--- src/rtl/flash_dq_pkg.sv ---
package flash_dq_pkg;

    localparam int DQ_W   = 16;
    localparam int BYTE_W = DQ_W / 2;
    localparam int LANES  = DQ_W / BYTE_W;

    typedef enum logic {
        MODE_BYTE = 1'b0,
        MODE_WORD = 1'b1
    } bus_mode_e;

    typedef struct packed {
        logic rd_cyc;
        logic wr_cyc;
    } bus_ctl_t;

    function automatic bus_ctl_t decode_ctl(input logic ce_n,
                                            input logic oe_n,
                                            input logic we_n);
        bus_ctl_t c;
        c.rd_cyc = !ce_n && !oe_n && we_n;
        c.wr_cyc = !ce_n && !we_n;
        return c;
    endfunction

    function automatic logic [LANES-1:0] lane_onehot(input logic sel);
        logic [LANES-1:0] m;
        m = '0;
        m[sel] = 1'b1;
        return m;
    endfunction

endpackage

--- src/rtl/fdq_mode_latch.sv ---
module fdq_mode_latch
    import flash_dq_pkg::*;
#(
    parameter bus_mode_e RESET_MODE = MODE_WORD
) (
    input  logic      clk,
    input  logic      rst,
    input  logic      mode_pin,
    input  logic      busy,
    output bus_mode_e mode_q
);

    bus_mode_e mode_req;

    assign mode_req = mode_pin ? MODE_WORD : MODE_BYTE;

    always_ff @(posedge clk) begin
        if (rst) begin
            mode_q <= RESET_MODE;
        end else if (!busy && (mode_req != mode_q)) begin
            mode_q <= mode_req;
        end
    end

endmodule

--- src/rtl/fdq_addr_ext.sv ---
module fdq_addr_ext
    import flash_dq_pkg::*;
#(
    parameter int ADDR_W = 20
) (
    input  bus_mode_e         mode,
    input  logic [ADDR_W-1:0] word_addr,
    input  logic              lsb_pad,
    output logic              lsb_eff,
    output logic [ADDR_W:0]   byte_addr
);

    always_comb begin
        lsb_eff   = (mode == MODE_BYTE) ? lsb_pad : 1'b0;
        byte_addr = {word_addr, lsb_eff};
    end

endmodule

--- src/rtl/fdq_lane_path.sv ---
module fdq_lane_path
    import flash_dq_pkg::*;
(
    input  bus_mode_e        mode,
    input  bus_ctl_t         ctl,
    input  logic             lsb,
    input  logic [DQ_W-1:0]  rd_word,
    input  logic [DQ_W-1:0]  dq_i,
    output logic [DQ_W-1:0]  dq_o,
    output logic [DQ_W-1:0]  dq_oe,
    output logic [DQ_W-1:0]  wr_data,
    output logic [LANES-1:0] wr_lanes
);

    logic [BYTE_W-1:0] rd_lane [LANES];
    logic [BYTE_W-1:0] sel_byte;

    for (genvar g = 0; g < LANES; g++) begin : g_split
        assign rd_lane[g] = rd_word[g*BYTE_W +: BYTE_W];
    end

    assign sel_byte = rd_lane[lsb];

    always_comb begin
        dq_o  = '0;
        dq_oe = '0;
        if (mode == MODE_WORD) begin
            dq_o = rd_word;
            if (ctl.rd_cyc) dq_oe = '1;
        end else begin
            dq_o[BYTE_W-1:0] = sel_byte;
            if (ctl.rd_cyc) dq_oe[BYTE_W-1:0] = '1;
        end
    end

    always_comb begin
        wr_lanes = '0;
        if (mode == MODE_WORD) begin
            wr_data = dq_i;
            if (ctl.wr_cyc) wr_lanes = '1;
        end else begin
            wr_data = {LANES{dq_i[BYTE_W-1:0]}};
            if (ctl.wr_cyc) wr_lanes = lane_onehot(lsb);
        end
    end

endmodule

--- src/rtl/flash_dq_port.sv ---
module flash_dq_port
    import flash_dq_pkg::*;
#(
    parameter int ADDR_W = 20
) (
    input  logic                        clk,
    input  logic                        rst,
    input  logic                        mode_pin,
    input  logic                        busy,
    input  logic                        ce_n,
    input  logic                        oe_n,
    input  logic                        we_n,
    input  logic [ADDR_W-1:0]           word_addr,
    input  logic [flash_dq_pkg::DQ_W-1:0]  rd_word,
    input  logic [flash_dq_pkg::DQ_W-1:0]  dq_i,
    output logic [flash_dq_pkg::DQ_W-1:0]  dq_o,
    output logic [flash_dq_pkg::DQ_W-1:0]  dq_oe,
    output logic [ADDR_W:0]             byte_addr,
    output logic [flash_dq_pkg::DQ_W-1:0]  wr_data,
    output logic [flash_dq_pkg::LANES-1:0] wr_lanes,
    output logic                        byte_mode
);

    bus_mode_e mode_q;
    bus_ctl_t  ctl;
    logic      lsb_eff;

    assign ctl       = decode_ctl(ce_n, oe_n, we_n);
    assign byte_mode = (mode_q == MODE_BYTE);

    fdq_mode_latch #(.RESET_MODE(MODE_WORD)) u_mode (
        .clk      (clk),
        .rst      (rst),
        .mode_pin (mode_pin),
        .busy     (busy),
        .mode_q   (mode_q)
    );

    fdq_addr_ext #(.ADDR_W(ADDR_W)) u_addr (
        .mode      (mode_q),
        .word_addr (word_addr),
        .lsb_pad   (dq_i[DQ_W-1]),
        .lsb_eff   (lsb_eff),
        .byte_addr (byte_addr)
    );

    fdq_lane_path u_lane (
        .mode     (mode_q),
        .ctl      (ctl),
        .lsb      (lsb_eff),
        .rd_word  (rd_word),
        .dq_i     (dq_i),
        .dq_o     (dq_o),
        .dq_oe    (dq_oe),
        .wr_data  (wr_data),
        .wr_lanes (wr_lanes)
    );

endmodule

--- config.mk ---
export PLATFORM = sky130hd
export DESIGN_NAME = flash_dq_port
export DESIGN_NICKNAME = d
export VERILOG_FILES = /design/src/rtl/flash_dq_pkg.sv /design/src/rtl/fdq_mode_latch.sv /design/src/rtl/fdq_addr_ext.sv /design/src/rtl/fdq_lane_path.sv /design/src/rtl/flash_dq_port.sv
export SDC_FILE = /design/constraint.sdc
export NUM_CORES = 1
export LEC_CHECK = 0
export ABC_CLOCK_PERIOD_IN_PS = 2300
export BUFFER_PORTS_ARGS = -buffer_cell sky130_fd_sc_hd__buf_2
export CORE_MARGIN = 1.5
export CORE_UTILIZATION = 27
export DETAILED_ROUTE_END_ITERATION = 6
export PLACE_DENSITY = 0.84
export SETUP_SLACK_MARGIN = 0.4
export SYNTH_ARGS = -nofsm -noshare
export SYNTH_HDL_FRONTEND = slang
export SYNTH_SLANG_ARGS = --single-unit
--- constraint.sdc ---
create_clock -name clk -period 2.3 [get_ports clk]
set_input_delay 0.345 -clock clk [delete_from_list [all_inputs] [get_ports clk]]
set_output_delay 0.345 -clock clk [all_outputs]
set_load 0.05 [all_outputs]
Word-level counts from Yosys, hierarchy flattened
Index checks and enable logic that the tools add are counted.
{ "op_classes": {"add_sub_neg": 0, "multipliers": 0, "n_div": 0, "n_lt_le_gt_ge": 3, "n_eq_ne": 1, "n_shift": 0, "mux": 17, "bitwise": 2, "reduce_logical": 9} }
{ "ops": {"columns": ["cell", "count"], "rows": [
  ["8-bit two-way mux", 8],
  ["16-bit two-way mux", 2],
  ["2-bit two-way mux", 3],
  ["1-bit logical AND", 5],
  ["1-bit zero test", 4],
  ["1-bit two-way mux", 3],
  ["2-bit >= comparator (second input constant)", 1],
  ["1-bit by 2-bit less-than comparator with 1-bit output (second input constant)", 1],
  ["1-bit NOT with 2-bit output", 1],
  ["1-bit demux with 1-bit select", 1],
  ["1-bit >= comparator (second input constant)", 1],
  ["1-bit != test", 1],
  ["1-bit NOT", 1]
]} }
{ "word_totals": {"regBits": 1, "latch_bits": 0, "ramBits": 0, "mem_bits_ro": 0, "input_bits": 59, "output_inout_bits": 72, "wordCells": 33, "memories": 0} }

Logic depth before layout (Yosys ltp)
Gate-level depths: netlist of the first run.
{ "depth": {"word_depth": 7, "mapped_depth": 4, "depth_no_buf": 3} }

Modules after synthesis
Synthesis of the first run repeated with hierarchy kept, for this count alone.
{ "unflattened": {"hier_cells": 82, "hier_area_um2": 719.4} }
{ "by_module_without_submodules": {"columns": ["module", "n_inst", "cells_per_inst", "area_each_um2", "seq_area_each_um2"], "rows": [
  ["fdq_lane_path", 1, 54, 493.0, 0.0],
  ["fdq_addr_ext", 1, 22, 171.4, 0.0],
  ["fdq_mode_latch", 1, 3, 35.0, 20.0],
  ["flash_dq_port", 1, 3, 20.0, 0.0]
]} }

Worst setup path before layout of the first run
Ideal clock, no wire load.
{ "synth_timing": {"path_type": "input -> output", "from": "input ce_n", "to": "output dq_oe[10] (netlist bit)", "arrival_ns": 2.942, "setup_slack_ns": -0.987, "cell_stages": 3, "cell_sequence": "nor3b_1 > and2_1 > buf_4"} }
{ "synth_between": {"elab_chain_len": 5} }
{ "synth_lines": {"columns": ["item", "line", "text"], "rows": [
  ["from (decl)", "flash_dq_port.sv:10", "input logic ce_n,"],
  ["1-bit zero test", "flash_dq_pkg.sv:21", "c.rd_cyc = !ce_n && !oe_n && we_n;"],
  ["1-bit logical AND (2 in series)", "flash_dq_pkg.sv:21", null],
  ["16-bit two-way mux", "fdq_lane_path.sv:29", "if (ctl.rd_cyc) dq_oe = '1;"],
  ["8-bit two-way mux", "fdq_lane_path.sv:27", "if (mode == MODE_WORD) begin"],
  ["to (decl)", "flash_dq_port.sv:17", "output logic [flash_dq_pkg::DQ_W-1:0] dq_oe,"]
]} }
Every way passes these cells.

Worst setup path after layout of the first run
{ "layout_timing": {"from": "input dq_i[15] (netlist bit)", "to": "output dq_o[1] (netlist bit)"} }
{ "layout_between": {"elab_chain_len": 6} }
{ "layout_lines": {"columns": ["item", "line", "text"], "rows": [
  ["from (decl)", "flash_dq_port.sv:15", "input logic [flash_dq_pkg::DQ_W-1:0] dq_i,"],
  ["1-bit two-way mux", "fdq_addr_ext.sv:14", "lsb_eff = (mode == MODE_BYTE) ? lsb_pad : 1'b0;"],
  ["1-bit NOT with 2-bit output (implied by the code)", "fdq_lane_path.sv:22", "assign sel_byte = rd_lane[lsb];"],
  ["8-bit two-way mux (implied by the code) (3 in series)", "fdq_lane_path.sv:22", null],
  ["8-bit two-way mux", "fdq_lane_path.sv:27", null],
  ["to (decl)", "flash_dq_port.sv:16", "output logic [flash_dq_pkg::DQ_W-1:0] dq_o,"]
]} }
Every way passes these cells. The select of a mux whose other input is x is not followed.

==> results.cfg, run 1 <==
[timing]
worst_pin_slew_ns = 0.387
final-max-slew-violation-count = 0
setup_viol = 0
fin_crit_ns = 1.72
fmax_mhz = 580
hold_violations = 0
clock_skew_ns = 0
relSlewSlack_pct = 74.2
grt_setup_unrepaired = false
fin_setup_tns_ns = 0
period_share_pct = 74.9

[logic_synthesis]
ys_seq_area_share_pct = 3.07
syn-num-nets = 140
yosys.area.top_type = buf_4
syn-cell-area_sq_um = 653
synth.avg_cell_area_sq_um = 8.06
synth_seq_cells = 1
synth_cells = 81
yosysWarnings = 0
synth_area_leaders = buf_4, mux2_2, and2_1, mux2_1, dfxtp_1
yosys.cell_types.count = 17
synth_top_area_share_pct = 49.4

[placed_design]
dp_hpwl_um = 1570
port_buffers = 90
globalplace.congestion = 0.755

[critical_path]
critPathLaunchType = primary input
critPathMaxStageDelay_ns = 0.31
worstPathCellList = buf_2, nand2b_1, inv_2, mux2_4, buf_2
required_ns = 1.96
path_class = in -> out
arrival_ns = 1.38
cp_common_cell = buf_2
crit_path_end_kind = output pin
crit_slowest_cell = mux2_4
worstPathMaxFanout = 8

[clock_network]
ctsResizeCount = 0
postCtsHoldBufs = 0
clk_pin_slew_ns = 0
postCtsSetupBuffers = 0
clk_latency_ns = 0

[detailed_routing]
routedWlPerCell_um = 11.5
routed_wl_um = 1770
vias_per_cell = 4.19
ant_nets = 0
vias = 645
drt_iter0_markers = 3
drt_pass1_iterations = 2
drc_errors = 0

[global_route]
antenna_found_initial = 0
grt_usage_pct = 10.6
grt_pass1_wl_um = 2240
overflow = 0
grt_pass1_vias = 525
grt_max_degree = 21

[floorplan]
chipHeight_um = 52.2
ioPinCount = 131
die-area_sq_um = 2720
core_area_sq_um = 2250
die_w_um = 52.2
initial_core_util_pct = 29.0
rows = 17

[finish]
largest_register_ffs = 1
insertedDiodeCount = 0
fin_util_pct = 36.7
top_regs = u_mode.mode_q: 1 flops
nNetsFinal = 187
nFillCells = 259
area_growth_pct = 26.6
final_common_cell = buf_2
regMostFlops = u_mode.mode_q
layout-drive-gt1-share_pct = 87.3
mostFrequentLayoutCells = buf_2, mux2_2, and2_1

[flow_run]
cap_viol_max_count = 0

[outcome]
status = completed

[power_and_ir_drop]
power_density_nw_per_um2 = 441
peakVddDrop_mv = 0.196
leakagePower_nw = 0.522

[min_path]
hp-class = in -> reg
-- cells by family (layout without fill, tap and decap cells) --
group                  Yosys count  count (layout)  share of synthesized area [%]
buffers and inverters           48              93                           53.6
DFF                              1               1                           3.07
AOI/OAI and AO/OA                1               1                           1.34
and+or+nand+nor                 15              15                           13.8
muxes                           16              16                           28.2
-- path summary, 6_finish.rpt --
check | from | endpoint | slack [ns] | cells past startpoint
max | dq_i[15] | dq_o[1] | 0.58 | 5
min | rst | u_mode.mode_q | 0.53 | 2
max reg2reg | u_mode.mode_q | u_mode.mode_q | 1.41 | 2
min reg2reg | u_mode.mode_q | u_mode.mode_q | 0.75 | 2
-- synthesized netlist by cell type, drive strengths merged --
master  instances
nand2b          1
nor2b           1
mux2           16
buf            45
nor2            1
dfxtp           1
inv             2
and2            9
nor3            2
a211o           1
clkbuf          1
nor3b           1
-- worst max-delay path: cells and delay by family --
family	cells	cell delay, ns
buffers and inverters	3	0.43
muxes	1	0.31
and+or+nand+nor	1	0.29
-- report_power, final --
group	switching [mW]	internal (mW)
logic	0.253	0.0924
registers	0.000764	0.0190
clock network	0	0
total	0.254	0.111
-- per-layer routing --
layer  global-route usage [%]  up-vias  wire [um]
met5                        0        -          0
met3                     2.29        6        289
met4                     3.85        0         34
li1                         -      308          -
met2                     22.6       63        901
met1                     9.47      268        542
-- metrics by stage --
| step | hold slack (ns) | area [sq um] | setup slack, ns | total power, mW | std cells |
|---|---|---|---|---|---|
| after floorplan | 0.444 | 684 | 0.336 | 0.396 | 81 |
| after global placement | 0.531 | 827 | 0.601 | 0.365 | 154 |
| after detailed placement | 0.532 | 827 | 0.557 | 0.367 | 154 |
| after CTS | 0.538 | 827 | 0.557 | 0.368 | 154 |
| after global routing | 0.542 | 827 | 0.498 | 0.381 | 154 |
| final | 0.535 | 827 | 0.576 | 0.365 | 154 |
-- final cells by class --
| type | count | area [sq um] | share of cell area, % |
|---|---|---|---|
| multi-input cells | 32 | 307 | 37.1 |
| inverters | 2 | 7.51 | 0.908 |
| well taps | 28 | 35.0 | 4.24 |
| repair buffers | 91 | 458 | 55.4 |
| flip-flops and latches | 1 | 20.0 | 2.42 |
Note: power is estimated with default switching activity, not from simulation.
==> inputs of run 2 (changes only) <==
--- a/config.mk
+++ b/config.mk
@@ -5,12 +5,12 @@
 export SDC_FILE = /design/constraint.sdc
 export NUM_CORES = 1
 export LEC_CHECK = 0
-export ABC_CLOCK_PERIOD_IN_PS = 2300
+export ABC_CLOCK_PERIOD_IN_PS = 1500
 export BUFFER_PORTS_ARGS = -buffer_cell sky130_fd_sc_hd__buf_2
 export CORE_MARGIN = 1.5
-export CORE_UTILIZATION = 27
+export CORE_UTILIZATION = 22
 export DETAILED_ROUTE_END_ITERATION = 6
-export PLACE_DENSITY = 0.84
+export PLACE_DENSITY = 0.73
 export SETUP_SLACK_MARGIN = 0.4
 export SYNTH_ARGS = -nofsm -noshare
 export SYNTH_HDL_FRONTEND = slang
==> constraint.sdc (replaced) <==
create_clock -name clk -period 1.5 [get_ports clk]
set_input_delay 0.225 -clock clk [delete_from_list [all_inputs] [get_ports clk]]
set_output_delay 0.225 -clock clk [all_outputs]
set_load 0.05 [all_outputs]
==> run 2 against run 1 <==
  * Cell count grew 7.8%
  * Highest routed layer unchanged
  * Critical path depth shrank 1
  * Largest cell class unchanged
  * Core utilization is 9.2 points higher
  * Critical path type unchanged
  * Die area grew 21%
  * Largest power group unchanged
  * Via count increased by 6.2%
==> results.cfg, run 2 (synthesized netlist as in run 1, its figures left out) <==
[timing]
fmax_mhz = 758
worst_pin_slew_ns = 0.290
fin_crit_ns = 1.32
relSlewSlack_pct = 80.7
holdWs_ns = 0.414
setup_ws_ns = 0.180
clock_skew_ns = 0
hold_violations = 0
period_share_pct = 88.0
final-max-slew-violation-count = 0
setup_viol = 0
grt_setup_unrepaired = true

[finish]
regMostFlops = u_mode.mode_q
stdcell_area_sq_um = 1280
final_common_cell = buf_2
largest_register_ffs = 1
nNetsFinal = 196
area_growth_pct = 95.4
mostFrequentLayoutCells = buf_2, buf_6, mux2_4
top_regs = u_mode.mode_q: 1 flops
layout-drive-gt1-share_pct = 97.8
insertedDiodeCount = 0

[min_path]
hp-class = in -> reg
min_from = rst

[critical_path]
path_class = in -> out
r2r_end = u_mode.mode_q
worstRegToRegCells = 2
crit_end = dq_oe[15]
required_ns = 1.27
arrival_ns = 1.10
cp-startpoint = oe_n
worstReg2RegStart = u_mode.mode_q
rrSetupSlack_ns = 0.65
worstPathMaxFanout = 8
crit_path_end_kind = output pin
critPathLaunchType = primary input

[floorplan]
core_area_sq_um = 2780
initial_core_util_pct = 23.5
chipHeight_um = 57.5
rows = 19
die-area_sq_um = 3300
ioPinCount = 131
die_w_um = 57.5

[placed_design]
place_ws_ns = 0.0855
post_dp_cell_area_sq_um = 943
port_buffers = 90
dp_hpwl_um = 1530
globalplace.congestion = 0.649

[global_route]
grt_pass1_vias = 620
overflow = 0
grt_pass1_wl_um = 2840
grt_max_degree = 14
grt_usage_pct = 10.4
antenna_found_initial = 0

[detailed_routing]
drt_pass1_iterations = 2
vias_per_cell = 4.13
drt_iter0_markers = 5
ant_nets = 0
drc_errors = 0
routedWlPerCell_um = 12.3
vias = 685
routed_wl_um = 2050

[clock_network]
clk_latency_ns = 0
postCtsHoldBufs = 0
clk_pin_slew_ns = 0

[power_and_ir_drop]
finalPower_uw = 710
leakagePower_nw = 0.726
peakVddDrop_mv = 0.378
power_density_nw_per_um2 = 556

[flow_run]
cap_viol_max_count = 0

[outcome]
status = completed
run 2: cell count changes in the layout (fill, tap and decap cells not counted), sizes merged:
| cell | delta |
|---|---|
| buf | +7 |
| clkbuf | +1 |
| nor3b | +1 |
run 2: routing by layer:
| layer | global-route usage, % | part of all wire, % |
|---|---|---|
| met1 | 10.5 | 28 |
| met2 | 22.2 | 62 |
| met3 | 0.680 | 7.5 |
| met4 | 2.66 | 2.2 |
| met5 | 0 | 0 |
run 2: per-stage QoR:
| stage | TNS [ns] | utilization, % | cells |
|---|---|---|---|
| after floorplan | -1.48 | - | 81 |
| after global placement | 0 | 33.9 | 159 |
| after detailed placement | 0 | 33.9 | 159 |
| after CTS | 0 | 42.5 | 162 |
| after global routing | 0 | 45.9 | 166 |
| final | 0 | 45.9 | 166 |
run 2: layout make-up:
class	count	area, sq um
fill	278	1510
inverter	2	10.0
multi-input combinational	33	419
sequential	1	21.3
tap	31	38.8
timing repair buffer	99	787
run 2: worst min path at each step:
stage / end / slack, ns / depth (start not counted)
after floorplan: u_mode.mode_q / 0.32 / 1
after global placement: u_mode.mode_q / 0.41 / 2
after detailed placement: u_mode.mode_q / 0.42 / 2
after CTS: u_mode.mode_q / 0.42 / 2
after global routing: u_mode.mode_q / 0.43 / 2
final: u_mode.mode_q / 0.41 / 2
run 2: report_power, final:
part | leakage, nW | switching (mW) | internal [mW] | total [mW]
Combinational | 0.718 | 0.418 | 0.260 | 0.678
Sequential | 0.00808 | 0.00207 | 0.0295 | 0.0316
Clock | 0 | 0 | 0 | 0
run 2: worst max-delay path, cell delays in order:
cell	delay, ns
buf_8	0.10
nor3b_4	0.27
and2_4	0.30
buf_6	0.19
run 2: repair_timing:
| action | in CTS | in global routing |
|---|---|---|
| cloned | 1 | 0 |
| gates resized for setup | 63 | 31 |
| pin swaps | 3 | 3 |
| endpoints found under the setup margin | 36 | 43 |
| setup buffers | 2 | 4 |
==> inputs of run 3 (changes only) <==
--- a/config.mk
+++ b/config.mk
@@ -5,12 +5,13 @@
 export SDC_FILE = /design/constraint.sdc
 export NUM_CORES = 1
 export LEC_CHECK = 0
+export ABC_AREA = 1
 export ABC_CLOCK_PERIOD_IN_PS = 1500
 export BUFFER_PORTS_ARGS = -buffer_cell sky130_fd_sc_hd__buf_2
 export CORE_MARGIN = 1.5
-export CORE_UTILIZATION = 22
+export CORE_UTILIZATION = 24
 export DETAILED_ROUTE_END_ITERATION = 6
-export PLACE_DENSITY = 0.73
+export PLACE_DENSITY = 0.75
 export SETUP_SLACK_MARGIN = 0.4
 export SYNTH_ARGS = -nofsm -noshare
 export SYNTH_HDL_FRONTEND = slang
==> run 3 against run 2 <==
  * Sequential share of layout area rose by 0.15 points
  * Sequential cell count did not move
  * Design area rose by 2.7%
  * Sequential power rose by 5%
  * Routed wire length rose by 5.2%
  * Die area fell by 0.90%
  * Largest power group unchanged
==> results.cfg, run 3 <==
[outcome]
status = completed

[critical_path]
critPathLaunchType = primary input
path_class = in -> out
cp_num_buf_inv = 3
path_delay_family = buffers and inverters
arrival_ns = 0.93
critPathMaxStageDelay_ns = 0.16
crit_slowest_cell = buf_12
required_ns = 1.27
worstPathMaxFanout = 6
worstPathCellList = buf_6, nor2_4, nand2_4, nor2_4, buf_12, buf_12
crit_path_end_kind = output pin

[floorplan]
initial_core_util_pct = 25.4
die_w_um = 57.2
core_area_sq_um = 2780
rows = 19
chipHeight_um = 57.2
ioPinCount = 131
die-area_sq_um = 3270

[global_route]
met1_usage_pct = 11.7
grt_max_degree = 20
grt_pass1_vias = 750
antenna_found_initial = 0
grtUsageMet3_pct = 1.81
grt_usage_pct = 12.3
overflow = 0
grt_use_met2_pct = 27.1
busiest_layer = met2
grt_pass1_wl_um = 3330

[logic_synthesis]
syn-num-nets = 188
syn-cell-area_sq_um = 706
yosysWarnings = 0
synth_area_leaders = buf_4, nand2_1, inv_1, nand3_1, buf_6
async_reset_ff_share_pct = 0
synth_ff_type = dfxtp_1
synth_edf_count = 0
synth.most_common_cell = nand2_1
synth_cells = 129
yosys.area.top_type = buf_4
synth_top_area_share_pct = 46.8
synth_common_cells = nand2_1, buf_4, inv_1, nand3_1, nor2_1
synth_seq_cells = 1
ys_seq_area_share_pct = 2.84
synth.avg_cell_area_sq_um = 5.47
yosys.cell_types.count = 12

[detailed_routing]
drc_errors = 0
routed_wl_um = 2150
drt_iter0_markers = 24
routedWlPerCell_um = 10.5
ant_nets = 0
drt_pass1_iterations = 6
vias = 863
vias_per_cell = 4.19

[finish]
area_growth_pct = 85.8
largest_register_ffs = 1
regMostFlops = u_mode.mode_q
nNetsFinal = 236
final_common_cell = buf_2
mostFrequentLayoutCells = buf_2, nand2_1, buf_4
layout-drive-gt1-share_pct = 77.7
nFillCells = 273
insertedDiodeCount = 0
top_regs = u_mode.mode_q: 1 flops

[timing]
hold_violations = 0
final-max-slew-violation-count = 0
clock_skew_ns = 0
worst_pin_slew_ns = 0.249
grt_setup_unrepaired = true
fin_crit_ns = 1.16
relSlewSlack_pct = 83.5
period_share_pct = 77.2
fmax_mhz = 863
fin_setup_tns_ns = 0
setup_viol = 0

[power_and_ir_drop]
clockPowerShare_pct = 0
power_density_nw_per_um2 = 571
switching_share_pct = 64.3
pwr-share-comb_pct = 95.6
leakagePower_nw = 0.710
switchingPower_uw = 482
p_int_uw = 267
finalPower_uw = 749
peakVddDrop_mv = 0.425
seq_power_share_pct = 4.4

[flow_run]
cap_viol_max_count = 0

[placed_design]
globalplace.congestion = 0.652
port_buffers = 90
dp_hpwl_um = 1680

[clock_network]
clk_pin_slew_ns = 0
clk_latency_ns = 0

[min_path]
hp-class = in -> reg
## run 3: cell count changes after synthesis, sizes merged, moves of 2 or more
cell	previous run	this run
nand2	0	53
mux2	16	0
inv	2	14
and2	9	0
nand3	0	8
nor2	1	5
buf	45	47
nor3	2	0
## run 3: repair_timing
item,4_1_cts,5_1_grt
hold buffers,0,0
setup endpoints to repair,43,43
buffers inserted,1,0
pin swaps,3,0
gates resized for setup,60,30
## run 3: worst paths after layout
check                startpoint             to  slack (ns)  cells past startpoint
setup reg to reg  u_mode.mode_q  u_mode.mode_q        0.72                      3
setup / recovery           oe_n       dq_oe[8]        0.34                      6
hold reg to reg   u_mode.mode_q  u_mode.mode_q        0.66                      3
hold / removal              rst  u_mode.mode_q        0.40                      3
## run 3: cell families (layout without fill, tap and decap cells)
kind of cell           after synthesis  after routing  synth area share (%)
AOI/OAI and AO/OA                    1              1                 0.709
buffers and inverters               61            107                  58.9
DFF                                  1              1                  2.84
and+or+nand+nor                     66             66                  37.6
## run 3: per-layer routing
layer | share of wire [%] | wire [um]
met3 | 13 | 285
met1 | 32 | 682
met5 | 0 | 0
met4 | 1.6 | 34
met2 | 53 | 1150
## run 3: power by group through the flow
stage | Combinational (mW) | Clock, mW | Sequential [mW]
CTS | 0.692 | 0 | 0.0330
global route | 0.753 | 0 | 0.0339
floorplan | 0.673 | 0 | 0.0301
finish | 0.716 | 0 | 0.0332
global placement | 0.612 | 0 | 0.0329
detailed placement | 0.613 | 0 | 0.0330
## run 3: final cells by class
cell class                      count  area (sq um)  area share, %
Timing Repair Buffer               93           736           56.1
Sequential cell                     1          23.8           1.81
Multi-Input combinational cell     67           419           32.0
Inverter                           14          93.8           7.16
Tap cell                           31          38.8           2.96
## run 3: metrics by stage
stage | util [%] | instance area [sq um] | instances | worst slack, ns | hold slack (ns)
after floorplan | - | 941 | 129 | 0.00192 | 0.313
after global placement | 36.8 | 1020 | 205 | 0.281 | 0.411
after detailed placement | 36.8 | 1020 | 205 | 0.271 | 0.407
after CTS | 44.6 | 1240 | 206 | 0.350 | 0.407
after global routing | 47.1 | 1310 | 206 | 0.306 | 0.418
final | 47.1 | 1310 | 206 | 0.342 | 0.402
## run 3: worst reg2reg max path, delay by kind of cell (launching register included)
kind,cells,cell delay (ns)
AOI/OAI and AO/OA,1,0.11
and+or+nand+nor,1,0.05
buffers and inverters,1,0.14
DFF,1,0.35
